## src/rtl/scr_pkg.sv

```systemverilog
package scr_pkg;
  localparam int ADDR_W = 9;
  localparam int DATA_W = 32;
  localparam int NCH    = 2;
  localparam int CMD_W  = 8;
  localparam int SWD_W  = 6;
  localparam int SCTL_W = 12;
  localparam int SIEN_W = 16;

  typedef struct packed {
    logic [CMD_W-1:0]  cmd;
    logic [7:0]        sts;
    logic [DATA_W-1:0] tbl;
    logic [SWD_W-1:0]  swd;
    logic              pend;
    logic [SCTL_W-1:0] sctl;
    logic [SIEN_W-1:0] sien;
  } chan_view_t;
endpackage

```

## src/rtl/scr_chan.sv

```systemverilog
module scr_chan
  import scr_pkg::*;
#(
  parameter int              CH        = 0,
  parameter logic [SIEN_W-1:0] SIEN_MASK = 16'h3eed
) (
  input  logic              clk,
  input  logic              rst_n,
  input  logic              wr_en,
  input  logic [ADDR_W-1:0] addr,
  input  logic [DATA_W-1:0] wdata,
  input  logic              irq_in,
  input  logic              act_in,
  input  logic              err_set,
  input  logic              int_set,
  output chan_view_t        view,
  output logic              stb,
  output logic              brst
);
  localparam int A_BLK  = CH * 8;
  localparam int A_ALT  = 16 + CH * 8;
  localparam int A_TBL  = A_BLK + 4;
  localparam int A_SCTL = 256 + CH * 128;
  localparam int A_SIEN = 256 + 72 + CH * 128;

  logic wr_cmd, wr_swd, wr_sts, wr_tbl, wr_sctl, wr_sien;
  chan_view_t q, n;
  logic stb_q, stb_n, brst_q, brst_n;

  always_comb begin
    wr_cmd  = wr_en && (addr == ADDR_W'(A_BLK)     || addr == ADDR_W'(A_ALT));
    wr_swd  = wr_en && (addr == ADDR_W'(A_BLK + 1) || addr == ADDR_W'(A_ALT + 1));
    wr_sts  = wr_en && (addr == ADDR_W'(A_BLK + 2) || addr == ADDR_W'(A_ALT + 2));
    wr_tbl  = wr_en && (addr[ADDR_W-1:2] == (ADDR_W-2)'(A_TBL / 4));
    wr_sctl = wr_en && (addr == ADDR_W'(A_SCTL));
    wr_sien = wr_en && (addr == ADDR_W'(A_SIEN));
  end

  always_comb begin
    n = q;
    if (wr_cmd) n.cmd = wdata[CMD_W-1:0];
    if (wr_swd) n.swd = wdata[SWD_W-1:0];
    n.sts[0] = act_in;
    n.sts[1] = err_set | (q.sts[1] & ~(wr_sts & wdata[1]));
    n.sts[2] = int_set | (q.sts[2] & ~(wr_sts & wdata[2]));
    if (wr_sts) n.sts[6:5] = wdata[6:5];
    n.sts[4:3] = 2'b00;
    n.sts[7]   = 1'b0;
    if (wr_tbl) begin
      if (addr[1:0] == 2'd0) n.tbl = wdata;
      else n.tbl[addr[1:0]*8 +: 8] = wdata[7:0];
    end
    n.pend = irq_in;
    if (wr_sctl) n.sctl = wdata[SCTL_W-1:0];
    if (wr_sien) n.sien = wdata[DATA_W-1:DATA_W-SIEN_W] & SIEN_MASK;
    stb_n  = wr_cmd;
    brst_n = wr_sctl & wdata[0];
  end

  always_ff @(posedge clk or negedge rst_n) begin
    if (!rst_n) begin
      q      <= '0;
      stb_q  <= 1'b0;
      brst_q <= 1'b0;
    end else begin
      q      <= n;
      stb_q  <= stb_n;
      brst_q <= brst_n;
    end
  end

  assign view = q;
  assign stb  = stb_q;
  assign brst = brst_q;
endmodule

```

## src/rtl/scr_rdmux.sv

```systemverilog
module scr_rdmux
  import scr_pkg::*;
#(
  parameter logic [15:0]       CONF_ID  = 16'h6515,
  parameter logic [DATA_W-1:0] SSTS_VAL = 32'h113
) (
  input  logic [ADDR_W-1:0]         addr,
  input  chan_view_t [NCH-1:0]      views,
  input  logic [NCH-1:0]            present,
  output logic [DATA_W-1:0]         data
);
  always_comb begin
    data = '0;
    for (int ch = 0; ch < NCH; ch++) begin
      if (addr == ADDR_W'(ch * 8))     data = DATA_W'(views[ch].cmd);
      if (addr == ADDR_W'(ch * 8 + 1)) data = DATA_W'(views[ch].swd);
      if (addr == ADDR_W'(ch * 8 + 2)) data = DATA_W'(views[ch].sts);
      if (addr[ADDR_W-1:2] == (ADDR_W-2)'((ch * 8 + 4) / 4))
        data = views[ch].tbl >> (addr[1:0] * 8);
      if (addr == ADDR_W'(160 + ch * 64))
        data = {CONF_ID, 4'b0, views[ch].pend, 11'b0};
      if (addr == ADDR_W'(256 + ch * 128))
        data = DATA_W'(views[ch].sctl);
      if (addr == ADDR_W'(260 + ch * 128))
        data = present[ch] ? SSTS_VAL : '0;
      if (addr == ADDR_W'(328 + ch * 128))
        data = {views[ch].sien, 16'b0};
    end
    if (addr == ADDR_W'(16))
      data = {views[1].sts, views[0].sts, 1'b0, views[1].sts[2], 6'b0,
              views[0].cmd | {1'b0, views[1].pend, 1'b0, views[0].pend, 4'b0}};
    if (addr == ADDR_W'(24))
      data = {8'b0, views[1].sts, 8'b0,
              views[1].cmd | {3'b0, views[1].pend, 4'b0}};
  end
endmodule

```

## src/rtl/scr_regfile.sv

```systemverilog
module scr_regfile
  import scr_pkg::*;
(
  input  logic              clk,
  input  logic              rst_n,
  input  logic              req_valid,
  input  logic              req_write,
  input  logic [ADDR_W-1:0] req_addr,
  input  logic [DATA_W-1:0] req_wdata,
  input  logic [NCH-1:0]    chan_irq,
  input  logic [NCH-1:0]    drv_present,
  input  logic [NCH-1:0]    eng_act,
  input  logic [NCH-1:0]    eng_err,
  input  logic [NCH-1:0]    eng_int,
  output logic [DATA_W-1:0] rd_data,
  output logic              rd_valid,
  output logic              irq,
  output logic [NCH-1:0]    cmd_stb,
  output logic [CMD_W-1:0]  cmd_data,
  output logic [NCH-1:0]    bus_rst
);
  chan_view_t [NCH-1:0] views;
  logic [NCH-1:0]       pend_vec;
  logic                 wr_en, rd_en;
  logic [DATA_W-1:0]    mux_data, rd_data_q, rd_data_n;
  logic                 rd_valid_q;

  assign wr_en = req_valid &  req_write;
  assign rd_en = req_valid & ~req_write;

  for (genvar g = 0; g < NCH; g++) begin : g_chan
    scr_chan #(.CH(g)) u_chan (
      .clk     (clk),
      .rst_n   (rst_n),
      .wr_en   (wr_en),
      .addr    (req_addr),
      .wdata   (req_wdata),
      .irq_in  (chan_irq[g]),
      .act_in  (eng_act[g]),
      .err_set (eng_err[g]),
      .int_set (eng_int[g]),
      .view    (views[g]),
      .stb     (cmd_stb[g]),
      .brst    (bus_rst[g])
    );
    assign pend_vec[g] = views[g].pend;
  end

  scr_rdmux u_rdmux (
    .addr    (req_addr),
    .views   (views),
    .present (drv_present),
    .data    (mux_data)
  );

  always_comb rd_data_n = rd_en ? mux_data : rd_data_q;

  always_ff @(posedge clk or negedge rst_n) begin
    if (!rst_n) begin
      rd_data_q  <= '0;
      rd_valid_q <= 1'b0;
    end else begin
      rd_data_q  <= rd_data_n;
      rd_valid_q <= rd_en;
    end
  end

  assign rd_data  = rd_data_q;
  assign rd_valid = rd_valid_q;
  assign irq      = |pend_vec;
  assign cmd_data = cmd_stb[1] ? views[1].cmd : views[0].cmd;
endmodule

```

## config.mk

```make
export PLATFORM = sky130hd
export DESIGN_NAME = scr_regfile
export DESIGN_NICKNAME = d
export VERILOG_FILES = /design/src/rtl/scr_pkg.sv /design/src/rtl/scr_chan.sv /design/src/rtl/scr_rdmux.sv /design/src/rtl/scr_regfile.sv
export SDC_FILE = /design/constraint.sdc
export NUM_CORES = 1
export LEC_CHECK = 0
export ABC_AREA = 1
export BUFFER_PORTS_ARGS = -buffer_cell sky130_fd_sc_hd__clkbuf_2
export CAP_MARGIN = 20
export CORE_MARGIN = 2
export CORE_UTILIZATION = 30
export CTS_BUF_LIST = sky130_fd_sc_hd__clkbuf_8
export CTS_CLUSTER_DIAMETER = 120
export DETAILED_ROUTE_END_ITERATION = 7
export GPL_TIMING_DRIVEN = 0
export PLACE_DENSITY = 0.46
export SYNTH_ARGS = -nofsm -noshare
export SYNTH_HDL_FRONTEND = slang
export SYNTH_SLANG_ARGS = --single-unit
export TNS_END_PERCENT = 10
```

## constraint.sdc

```tcl
create_clock -name clk -period 1.9 [get_ports clk]
set_clock_uncertainty 0.15 [all_clocks]
set_input_delay 0.19 -clock clk [delete_from_list [all_inputs] [get_ports clk]]
set_output_delay 0.19 -clock clk [all_outputs]
set_load 0.02 [all_outputs]
```

[After elaboration in Yosys (flattened, before gate mapping)]
Index checks and enable logic that the tools add are counted.
Storage, ports and cells
  register bits after elaboration: 187
  latch bits: 0
  RAM bits: 0
  memory bits (read-only): 0
  input port bits: 55
  output and inout bits: 46
  logic and storage cells: 117
  memories kept: 0
Cells by class
  add/subtract/negate cells: 1
  multiply operators: 0
  div/mod/pow operators: 0
  $lt $le $gt $ge: 0
  equal/unequal tests: 21
  shifts and indexed selects: 4
  muxes and demuxes: 25
  bitwise gates (word level): 23
  reduce and logical (&&, ||, !) cells: 21
Operators with widths (number)
  32-bit two-way mux: 17
  32-bit bitwise mux: 2
  32-bit by 5-bit right shift with 32-bit output: 2
  9-bit by 5-bit equality test with 1-bit output (second input constant): 6
  9-bit equality test (second input constant): 6
  5-bit negation with 34-bit output: 1
  8-bit by 34-bit variable shift with 32-bit output (first input constant): 1
  8-bit by 34-bit variable part select with 32-bit output: 1
  8-bit two-way mux: 4
  9-bit by 4-bit equality test with 1-bit output (second input constant): 3
  9-bit by 8-bit equality test with 1-bit output (second input constant): 2
  9-bit two-way mux: 2
  1-bit bitwise AND: 12
  1-bit logical AND: 12
  9-bit by 1-bit equality test with 1-bit output (second input constant): 1
  9-bit by 2-bit equality test with 1-bit output (second input constant): 1
  9-bit zero test: 1
  8-bit by 5-bit bitwise OR with 8-bit output: 1
  8-bit by 7-bit bitwise OR with 8-bit output: 1
  7-bit by 1-bit equality test with 1-bit output (second input constant): 1
  7-bit by 2-bit equality test with 1-bit output (second input constant): 1
  1-bit logical OR: 6
  1-bit NOT: 5
  1-bit bitwise OR: 4
  other kinds (2): 2

[Depth between registers and ports, before layout]
Gate-level depths: netlist of the first run.
  word-level depth: 19
  depth in mapped cells: 20

[By module]
Synthesis of the first run repeated with hierarchy kept, for this count alone.
Second synthesis, totals
  cell total of the unflattened synthesis: 1623
  area, all modules: 11669.9 sq um
Modules (own cells, without submodules)
  scr_chan at g_chan[0].u_chan: instances 1, cells an instance 445, area an instance 3779.9 sq um
  scr_chan at g_chan[1].u_chan: instances 1, cells an instance 463, area an instance 3719.8 sq um
  scr_rdmux: instances 1, cells an instance 545, area an instance 2698.8 sq um
  scr_regfile: instances 1, cells an instance 170, area an instance 1471.4 sq um

[Least setup slack after synthesis of the first run]
OpenSTA, ideal clock, no wires.
  path kind: input -> register
  start: in req_addr[1]
  end: reg rd_data_q[25], in the netlist rd_data[25]
  setup time: 66 ps
  arrival time: 2418 ps
  required time: 1684 ps
  setup slack: -733 ps
  stages on the path: 15
  path buffers: 5
  path through: inv_1 > clkbuf_1 > clkbuf_1 > ha_1 > buf_2 > inv_2 > nor2_1 > buf_4 > nand2_1 > inv_1 > buf_2 > a21oi_1 > a21oi_1 > o21ai_0 > nand2_1
Between the ends
  cells in the longest elaborated chain, start to end: 16
  elaborated cells on any way between the ends: 30
Ends and longest elaborated chain
  start: declaration: line scr_regfile.sv:8  | input logic [ADDR_W-1:0] req_addr,
  32-bit by 5-bit right shift with 32-bit output: line scr_rdmux.sv:19  | data = views[ch].tbl >> (addr[1:0] * 8);
  32-bit two-way mux: line scr_rdmux.sv:18  | if (addr[ADDR_W-1:2] == (ADDR_W-2)'((ch * 8 + 4) / 4))
  32-bit two-way mux: line scr_rdmux.sv:20  | if (addr == ADDR_W'(160 + ch * 64))
  32-bit two-way mux: line scr_rdmux.sv:22  | if (addr == ADDR_W'(256 + ch * 128))
  32-bit two-way mux: line scr_rdmux.sv:24  | if (addr == ADDR_W'(260 + ch * 128))
  32-bit two-way mux: line scr_rdmux.sv:26  | if (addr == ADDR_W'(328 + ch * 128))
  32-bit two-way mux: line scr_rdmux.sv:15  | if (addr == ADDR_W'(ch * 8)) data = DATA_W'(views[ch].cmd);
  32-bit two-way mux: line scr_rdmux.sv:16  | if (addr == ADDR_W'(ch * 8 + 1)) data = DATA_W'(views[ch].swd);
  32-bit two-way mux: line scr_rdmux.sv:17  | if (addr == ADDR_W'(ch * 8 + 2)) data = DATA_W'(views[ch].sts);
  32-bit two-way mux: line scr_rdmux.sv:18
  32-bit two-way mux: line scr_rdmux.sv:20
  32-bit two-way mux: line scr_rdmux.sv:22
  32-bit two-way mux: line scr_rdmux.sv:24
  32-bit two-way mux: line scr_rdmux.sv:26
  32-bit two-way mux: line scr_rdmux.sv:29  | if (addr == ADDR_W'(16))
  32-bit two-way mux (*): line scr_rdmux.sv:32  | if (addr == ADDR_W'(24))
  end signal: assignment: line scr_regfile.sv:63  | rd_data_q <= rd_data_n;
  end: declaration: line scr_regfile.sv:25  | logic [DATA_W-1:0] mux_data, rd_data_q, rd_data_n;
Every way passes the cells marked *; elsewhere a longest branch is shown, timed or not.
A chain may end at the register's enable or synchronous reset.

[Worst setup path after layout of the first run]
  start: in req_addr[0]
  end: reg rd_data_q[11], in the netlist rd_data[11]
The elaborated chain is that of the path after synthesis.

==> reports/results.tsv, run 1 <==
metric	value	unit
cts_sinks	187	
synth_nets	1398	
floorplan.rows	66	
cts_buffers	17	
finalWirelength	43500	um
timing.critical_path.required	2.12	ns
global_route.overflow_total	0	
path_max_fanout	10	
synth.yosys.warnings	0	
failed_checks	setup timing	
first_global_vias	9807	
synth_seq_area_share	0.467	
nFillCells	3514	
cts_tree	yes	
gpl.final_weighted_congestion	0.969	
vias_per_cell	5.07	
synth_edf_count	0	
dp.cells	1880	
p_sw	2280	uW
crit_path_start	req_addr[0]	
seq_power_share	0.527	
peakVddDrop	0.442	mV
drc_errors	0	
setup_slack_after_layout	-0.0959	ns
min-delay-path-class	primary input to flip-flop	
place_ws	-1.20	ns
number_of_antenna_violations_at_the_first_check_in_global_routing	1	
antennaDiodeCount	0	
critical_path_arrival	2.21	ns
detailedRoute.firstPassIterationCount	5	
multi_input_area	4930	sq um
yosys_register_bits	187	
async_flop_share	1.00	
via_count	10100	
yosysUniqueCellTypes	44	
finalSetupViolations	8	
htreeDepth	4	
fp.coreArea	32700	sq um
stdcell_count	1987	
wire_per_inst	21.9	um
hold_path_depth	4	
die_area	34900	sq um
finalCritPeriodShare	1.05	
largest_net_degree_at_the_start_of_global_routing	105	
drt-initial-drc-count	988	
synth_cells	1337	
reg2regPathDepth	10	
final.setup.tns	-0.432	ns
worst_setup_hold_path_clk_slew	0.09	ns
power_report.internal_total	5570	uW
floorplan.io_pins	101	
timing.reg2reg.setup_slack	-0.02	ns
worstReg2RegStart	g_chan[0].u_chan.view[58]$_DFFE_PN0P_	
port-buffer-count	100	
ff_latch_area	4680	sq um
power.density_cell_area	608	nW/um^2
critical_path_class	primary input to flip-flop	
whs_endpoint	rd_data[8]$_DFFE_PN0P_	
timing.final.crit_period	2.00	ns
cap_violations	0	
max-clock-path-buffers	2	
grt_first_pass_wirelength	64500	um
hold_path.startpoint	drv_present[1]	
globalRouteTotalUtil	0.250	
syn2layout_area_growth	28.8	%
die_h	187	um
nets	1593	
max-slew-margin-rel	0.445	
initial_utilization	0.306	
regToRegEndpoint	rd_data[7]$_DFFE_PN0P_	
drv_slew	0	
ant_nets	0	
switching_share	0.290	
fmax	501	MHz
drive_gt1_frac	0.219	
floorplan.die.width	187	um
syn_area	10000	sq um
clock_power_share	0.342	
dp.final_hpwl	33400	um
critPathCaptureType	flip-flop	
status	finished, violations left	
rsz0062_at_grt	true	
cellLeakagePower	0.00629	uW
synthesis.area_per_instance	7.50	sq um
cp-start-kind	primary input	
timing.final.hold_violations	0	
timing_worst_slew_pin_value	0.833	ns
cts.root.buffer_cell	sky130_fd_sc_hd__clkbuf_8	
pwr-share-comb	0.131	
ys.flop_type	sky130_fd_sc_hd__dfrtp_1	
later_pin_clock_latency_in_the_skew_report	0.51	ns
[sequential cells by signal, summed over array words and instances, names as in the netlist]
register            flops
g_chan.u_chan.brst      2
g_chan.u_chan.stb       2
g_chan.u_chan.view    150
rd_data                32
rd_valid                1
[cell families (layout without fill, tap and decap cells)]
kind of cell | Yosys count | after routing | synth area share
muxes | 22 | 22 | 0.0233
DFF | 187 | 187 | 0.467
adders and majority gates | 6 | 6 | 0.00749
and+or+nand+nor | 561 | 561 | 0.226
buffers and inverters | 223 | 431 | 0.0888
AOI/OAI and AO/OA | 338 | 338 | 0.187
[cell usage after synthesis, types with 7 or more instances]
library cell,n,area share
sky130_fd_sc_hd__a21oi_1,37,0.018
sky130_fd_sc_hd__a22oi_1,11,0.0082
sky130_fd_sc_hd__a31oi_1,8,0.0050
sky130_fd_sc_hd__buf_2,21,0.010
sky130_fd_sc_hd__buf_4,7,0.0052
sky130_fd_sc_hd__clkbuf_1,36,0.013
sky130_fd_sc_hd__dfrtp_1,187,0.47
sky130_fd_sc_hd__inv_1,146,0.055
sky130_fd_sc_hd__mux2_2,11,0.012
sky130_fd_sc_hd__mux2i_1,11,0.011
sky130_fd_sc_hd__nand2_1,408,0.15
sky130_fd_sc_hd__nand3_1,55,0.027
sky130_fd_sc_hd__nor2_1,66,0.025
sky130_fd_sc_hd__nor3_1,10,0.0050
sky130_fd_sc_hd__o211ai_1,13,0.0097
sky130_fd_sc_hd__o21ai_0,217,0.11
sky130_fd_sc_hd__o21ai_1,10,0.0050
sky130_fd_sc_hd__o22ai_1,16,0.010
[critical path, stage by stage]
cell	delay, ns
sky130_fd_sc_hd__clkbuf_16	0.14
sky130_fd_sc_hd__buf_2	0.24
sky130_fd_sc_hd__clkbuf_4	0.26
sky130_fd_sc_hd__clkbuf_4	0.22
sky130_fd_sc_hd__nor2_1	0.12
sky130_fd_sc_hd__o22ai_1	0.30
sky130_fd_sc_hd__o21ai_0	0.21
sky130_fd_sc_hd__a2111oi_1	0.39
sky130_fd_sc_hd__o21ai_1	0.13
[final cells by class]
type                            instances  area share
Sequential cell                       187       0.363
Tap cell                              442      0.0429
Inverter                              154      0.0479
Clock inverter                         11     0.00747
Timing Repair Buffer                  177      0.0986
Clock buffer                           21      0.0224
Buffer                                 68      0.0358
Multi-Input combinational cell        927       0.382
[layer usage]
layer	GRT usage	routed length (um)	part of all wire
met4	0.0815	1160	0.027
met2	0.368	18400	0.42
met5	0	0	0
met3	0.0402	2870	0.066
met1	0.373	21000	0.48
[per-stage QoR]
stage	hold slack, ns	total power, uW	cell area [sq um]	util
floorplan	-0.256	4600	10200	-
global placement	0.153	5050	11200	0.344
detailed placement	0.134	5060	11300	0.345
CTS	0.0638	7900	12700	0.388
global route	0.0919	8170	12900	0.395
finish	0.0841	7850	12900	0.395
[worst max path at each step]
stage / endpoint / cells after the start
after CTS: rd_data[11]$_DFFE_PN0P_ / 18
final: rd_data[11]$_DFFE_PN0P_ / 9
after global placement: g_chan[1].u_chan.view[7]$_DFFE_PN0P_ / 1
after global routing: rd_data[0]$_DFFE_PN0P_ / 20
after detailed placement: rd_data[2]$_DFFE_PN0P_ / 17
after floorplan: rd_data[11]$_DFFE_PN0P_ / 16
[power by group through the flow]
stage	Sequential, uW	Combinational (uW)	Clock [uW]
floorplan	4190	406	0
global placement	4210	842	0
detailed placement	4210	849	0
CTS	4130	1010	2760
global route	4150	1110	2920
finish	4140	1030	2690
[layout by cell type (no fill, tap or decap), types with 7 or more instances in the layout]
cell,count
sky130_fd_sc_hd__a21oi_1,32
sky130_fd_sc_hd__a22oi_1,8
sky130_fd_sc_hd__a31oi_1,8
sky130_fd_sc_hd__buf_2,20
sky130_fd_sc_hd__buf_4,38
sky130_fd_sc_hd__buf_6,8
sky130_fd_sc_hd__clkbuf_1,18
sky130_fd_sc_hd__clkbuf_2,102
sky130_fd_sc_hd__clkbuf_8,23
sky130_fd_sc_hd__dfrtp_1,186
sky130_fd_sc_hd__dlygate4sd3_1,41
sky130_fd_sc_hd__inv_1,136
sky130_fd_sc_hd__inv_2,13
sky130_fd_sc_hd__mux2_2,11
sky130_fd_sc_hd__mux2i_1,10
sky130_fd_sc_hd__nand2_1,379
sky130_fd_sc_hd__nand2_2,24
sky130_fd_sc_hd__nand2_4,8
sky130_fd_sc_hd__nand3_1,39
sky130_fd_sc_hd__nand3_2,10
sky130_fd_sc_hd__nor2_1,55
sky130_fd_sc_hd__nor2_4,14
sky130_fd_sc_hd__nor3_1,7
sky130_fd_sc_hd__o211ai_1,13
sky130_fd_sc_hd__o21ai_0,201
sky130_fd_sc_hd__o21ai_1,23
sky130_fd_sc_hd__o22ai_1,15
[what timing repair did]
action / 4_1_cts / 5_1_grt
setup endpoints to repair: 160 / 152
gates resized for setup: 99 / 81
pin swaps: 24 / 32
hold endpoints to repair: 154 / 0
gates cloned: 1 / 0
hold buffers: 41 / 0
buffers inserted: 29 / 8
(Power assumes the default switching activity.)
==> inputs of run 2 (changes only) <==
- PLACE_DENSITY: 0.46 -> 0.48
- clock period: 1.9 -> 1.65 ns (I/O delays scaled with it)
==> reports/results.tsv, run 2 (synthesized netlist as in run 1, its figures left out) <==
metric	value	unit
status	finished, violations left	
failed_checks	hold timing, setup timing	
worst_hold_slack	-0.0163	ns
later_pin_clock_latency_in_the_skew_report	0.50	ns
floorplan.die.width	187	um
antennaDiodeCount	0	
timing.reg2reg.setup_slack	-0.18	ns
vias_per_cell	5.11	
worst_setup_hold_path_clk_slew	0.12	ns
max-clock-path-buffers	2	
maxUsedRoutingLayer	met4	
floorplan.io_pins	101	
hold_path.startpoint	req_write	
cts_tree	yes	
syn2layout_area_growth	35.3	%
grt_first_pass_wirelength	64100	um
port-buffer-count	100	
fp.coreArea	32700	sq um
layout_commonest_cell	sky130_fd_sc_hd__nand2_1	
timing_worst_slew_pin_value	0.855	ns
finalSetupViolations	40	
floorplan.rows	66	
reg2regPathDepth	9	
initial_utilization	0.306	
finalWirelength	43300	um
total_power	9200	uW
htreeDepth	4	
drt-initial-drc-count	1076	
detailroute.wirelength.met2	18700	um
max-slew-margin-rel	0.430	
final_design_area_no_fill	13600	sq um
largest_net_degree_at_the_start_of_global_routing	106	
nets	1614	
setup_slack_after_layout	-0.183	ns
nFillCells	3452	
rsz0062_at_grt	true	
die_area	34900	sq um
drc_errors	0	
final_util	0.415	
timing.final.hold_violations	3	
ant_nets	0	
cp-start-kind	flip-flop	
timing.critical_path.required	1.88	ns
min-delay-path-class	primary input to flip-flop	
dp.final_hpwl	32500	um
fmax	545	MHz
cap_violations	0	
global_route.overflow_total	0	
finalCritPeriodShare	1.11	
worstReg2RegStart	g_chan[0].u_chan.view[53]$_DFFE_PN0P_	
regToRegEndpoint	rd_data[10]$_DFFE_PN0P_	
wirelength_met1	20700	um
critical_path_class	flip-flop to flip-flop	
power.density_cell_area	679	nW/um^2
die_h	187	um
via_count	10300	
wire_per_inst	21.6	um
largest_reg_flops	150	
first_global_vias	9933	
detailedRoute.firstPassIterationCount	5	
number_of_antenna_violations_at_the_first_check_in_global_routing	1	
globalRouteTotalUtil	0.247	
wl_met3	2500	um
path_max_fanout	3	
critPathCaptureType	flip-flop	
gpl.final_weighted_congestion	0.962	
cts_sinks	187	
cellLeakagePower	0.00645	uW
drv_slew	0	
timing.final.crit_period	1.83	ns
placed_area	11300	sq um
cts.root.buffer_cell	sky130_fd_sc_hd__clkbuf_8	
drive_gt1_frac	0.279	
whs_endpoint	rd_data[6]$_DFFE_PN0P_	
hold_path_depth	6	
layout.cells.most_common_list	366 x sky130_fd_sc_hd__nand2_1, 180 x sky130_fd_sc_hd__dfrtp_1, 159 x sky130_fd_sc_hd__o21ai_0	
peakVddDrop	0.533	mV
critical_path_arrival	2.06	ns
cts_buffers	17	
run 2: worst max path at each step:
stage / end / start
after floorplan: rd_data[11]$_DFFE_PN0P_ / req_addr[1]
after global placement: rd_data[28]$_DFFE_PN0P_ / rst_n
after detailed placement: rd_data[2]$_DFFE_PN0P_ / req_addr[0]
after CTS: rd_data[0]$_DFFE_PN0P_ / req_addr[1]
after global routing: cmd_data[4] / g_chan[1].u_chan.stb$_DFF_PN0_
final: rd_data[10]$_DFFE_PN0P_ / g_chan[0].u_chan.view[53]$_DFFE_PN0P_
run 2: layer usage:
metal | global-route usage | vias up
met5 | 0 | -
met4 | 0.0904 | 0
met3 | 0.0382 | 70
li1 | - | 4796
met2 | 0.366 | 379
met1 | 0.364 | 5006
run 2: power by group:
group / total [uW] / switching [uW] / internal, uW
Sequential: 4760 / 84.1 / 4680
Clock: 3170 / 1840 / 1330
Combinational: 1270 / 831 / 435
run 2: through the flow:
| stage | worst slack, ns | TNS [ns] | cells |
|---|---|---|---|
| after detailed placement | -1.39 | -171.38 | 1881 |
| after CTS | -0.212 | -5.78 | 1981 |
| after floorplan | -0.369 | -35.59 | 1337 |
| after global routing | -0.216 | -6.38 | 2007 |
| after global placement | -3.60 | -841.85 | 1879 |
| final | -0.183 | -3.35 | 2007 |
run 2: critical path: stages, from the launching register on:
cell                      delay, ns
sky130_fd_sc_hd__dfrtp_1       0.44
sky130_fd_sc_hd__buf_4         0.15
sky130_fd_sc_hd__nand2_1       0.06
sky130_fd_sc_hd__a21oi_1       0.06
sky130_fd_sc_hd__a31oi_1       0.24
sky130_fd_sc_hd__nor2_1        0.07
sky130_fd_sc_hd__a21oi_1       0.11
sky130_fd_sc_hd__o21ai_1       0.09
sky130_fd_sc_hd__a21oi_2       0.24
sky130_fd_sc_hd__o21ai_1       0.10
run 2: cell type report:
type                       instances  area, sq um  area share
timing repair buffer             199         1510       0.112
clock inverter                    11          114     0.00840
inverter                         154          624      0.0460
sequential                       187         4690       0.346
tap                              442          553      0.0408
buffer                            67          556      0.0410
multi-input combinational        927         5240       0.386
clock buffer                      20          275      0.0203
run 2: repair_timing:
action	CTS	global route
pin swaps	44	50
hold endpoints to repair	177	0
gates resized for setup	214	141
buffers inserted	28	26
endpoints found under the setup margin	181	168
cloned	1	2
hold buffers	41	0
==> inputs of run 3 (changes only) <==
- ABC_AREA: 1 -> default
==> reports/results.tsv, run 3 <==
metric	value	unit
largest_net_degree_at_the_start_of_global_routing	96	
later_pin_clock_latency_in_the_skew_report	0.52	ns
failed_checks	setup timing	
global_routing_met2_resource_utilization	0.357	
timing.final.crit_period	1.83	ns
cts_sinks	187	
synth_top_area_share	0.471	
drt-initial-drc-count	866	
regToRegEndpoint	rd_data[8]$_DFFE_PN0P_	
yosys_register_bits	187	
max-slew-margin-rel	0.341	
synth_nets	1024	
layout_commonest_cell	sky130_fd_sc_hd__dfrtp_1	
die_area	34600	sq um
peakVddDrop	0.506	mV
floorplan.io_pins	101	
status	finished, violations left	
critPathCaptureType	primary output	
setup_slack_after_layout	-0.184	ns
globalRouteTotalUtil	0.245	
max-clock-path-buffers	2	
fp.coreArea	32600	sq um
die_h	186	um
worstReg2RegStart	g_chan[0].u_chan.view[59]$_DFFE_PN0P_	
complex_gate_fraction_of_the_synthesized_area	0.175	
top_usage_layer	met2	
synth_xor_area_frac	0	
ys.flop_type	sky130_fd_sc_hd__dfrtp_1	
cts.root.buffer_cell	sky130_fd_sc_hd__clkbuf_8	
critical_path_class	flip-flop to primary output	
critical_path_arrival	1.52	ns
drive_gt1_frac	0.394	
synth_edf_count	0	
combinational_family_with_the_most_area_after_synthesis	multiplexers	
detailedRoute.firstPassIterationCount	5	
yosys.area_share.simple	0.133	
cellLeakagePower	0.00593	uW
largest_reg_flops	150	
total_power	9480	uW
initial_utilization	0.305	
grt_first_pass_wirelength	59800	um
worst_setup_hold_path_clk_slew	0.11	ns
port-buffer-count	97	
timing.reg2reg.setup_slack	-0.16	ns
vias_per_cell	5.53	
nets	1236	
rsz0062_at_grt	true	
reg2regPathDepth	5	
wire_per_inst	25.6	um
drc_errors	0	
globalRouteMet3Util	0.0460	
path_max_fanout	8	
timing.final.hold_violations	0	
power.density_cell_area	714	nW/um^2
grt_use_met1	0.355	
synth_cells	963	
global_route.overflow_total	0	
floorplan.die.width	186	um
htreeDepth	4	
floorplan.rows	66	
cts_tree	yes	
finalCritPeriodShare	1.11	
cp-endpoint	cmd_data[4]	
number_of_antenna_violations_at_the_first_check_in_global_routing	1	
gpl.final_weighted_congestion	0.956	
first_global_vias	8700	
synth.yosys.warnings	0	
timing.critical_path.required	1.33	ns
finalWirelength	41600	um
yosys-top-cells-count	187 x sky130_fd_sc_hd__dfrtp_1, 108 x sky130_fd_sc_hd__mux2_2, 104 x sky130_fd_sc_hd__nand2_1	
drv_slew	0	
fmax	545	MHz
syn_area	9940	sq um
yosysUniqueCellTypes	68	
layout.cells.most_common_list	177 x sky130_fd_sc_hd__dfrtp_1, 101 x sky130_fd_sc_hd__clkbuf_2, 96 x sky130_fd_sc_hd__nand2_1	
muxShareOfSynthArea	0.175	
cap_violations	0	
finalSetupViolations	78	
synth_top_cells_by_area	sky130_fd_sc_hd__dfrtp_1 47%, sky130_fd_sc_hd__mux2_2 12%, sky130_fd_sc_hd__mux2i_1 3.9%, sky130_fd_sc_hd__nand2_1 3.9%, sky130_fd_sc_hd__o21ai_0 3.2%	
synth_most_common_cell	sky130_fd_sc_hd__dfrtp_1	
cp-start-kind	flip-flop	
synth_seq_area_share	0.471	
min-delay-path-class	primary input to flip-flop	
syn2layout_area_growth	33.5	%
async_flop_share	1.00	
antennaDiodeCount	0	
ant_nets	0	
cell_taking_the_most_area_after_synthesis	sky130_fd_sc_hd__dfrtp_1	
cts_buffers	17	
via_count	9019	
dp.final_hpwl	30400	um
synthesis.area_per_instance	10.3	sq um
timing_worst_slew_pin_value	0.988	ns
synth_adder_area_share	0.00755	
crit_path_start	g_chan[1].u_chan.stb$_DFF_PN0_	
worst_hold_slack	0.0562	ns
run 3: kinds of logic (layout without fill, tap and decap cells):
family	after synthesis	count (layout)
DFF	187	187
muxes	153	153
AOI/OAI and AO/OA	263	263
and+or+nand+nor	267	267
adders and majority gates	6	6
buffers and inverters	87	312
run 3: what timing repair did:
action                     4_1_cts  5_1_grt
buffers inserted                23       33
hold endpoints to repair       178        0
resized for setup              158      121
setup endpoints to repair      191      175
hold buffers                    41        0
gates cloned                     2        1
pin swaps                       23       26
run 3: power breakdown:
part           switching, uW  leakage [uW]  internal (uW)
Combinational            842       0.00319            514
Clock                   2000      0.000205           1290
Sequential               131       0.00253           4700
Total                   2980       0.00593           6500
run 3: cell type report:
class | count | area [sq um]
Fill cell | 3286 | 19300
Buffer | 69 | 551
Sequential cell | 187 | 4690
Timing Repair Buffer | 198 | 1540
Inverter | 13 | 61.3
Tap cell | 442 | 553
Multi-Input combinational cell | 689 | 5460
Clock buffer | 17 | 234
Clock inverter | 15 | 176
run 3: worst min path at each step:
stage	start	to	slack, ns	cells past startpoint
2_1_floorplan	rst_n	g_chan[0].u_chan.brst$_DFF_PN0_	-0.28	0
3_3_place_gp	chan_irq[0]	g_chan[0].u_chan.view[28]$_DFF_PN0_	0.13	1
3_5_place_dp	chan_irq[1]	g_chan[1].u_chan.view[28]$_DFF_PN0_	0.13	1
4_1_cts	req_wdata[0]	g_chan[1].u_chan.view[75]$_DFFE_PN0P_	0.01	2
5_1_grt	req_wdata[0]	g_chan[1].u_chan.view[75]$_DFFE_PN0P_	0.03	2
6_report	req_wdata[0]	g_chan[1].u_chan.view[75]$_DFFE_PN0P_	0.06	2
run 3: metal layers:
metal	up-vias	part of all wire
li1	3993	-
met1	4622	0.47
met2	347	0.43
met3	57	0.066
met4	0	0.036
met5	-	0
run 3: critical path, stage by stage, from the launching register on:
cell                      delay (ns)
sky130_fd_sc_hd__dfrtp_1        0.41
sky130_fd_sc_hd__buf_8          0.16
sky130_fd_sc_hd__mux2_4         0.31
sky130_fd_sc_hd__buf_6          0.13
run 3: per-stage QoR:
step	TNS, ns	util	setup WS, ns	instances	cell area [sq um]
detailed placement	-239.16	0.340	-1.72	1503	11100
global placement	-910.85	0.339	-3.58	1502	11100
floorplan	-62.80	-	-0.546	963	10000
global route	-8.86	0.407	-0.249	1630	13300
finish	-6.71	0.407	-0.184	1630	13300
CTS	-10.55	0.389	-0.245	1597	12700
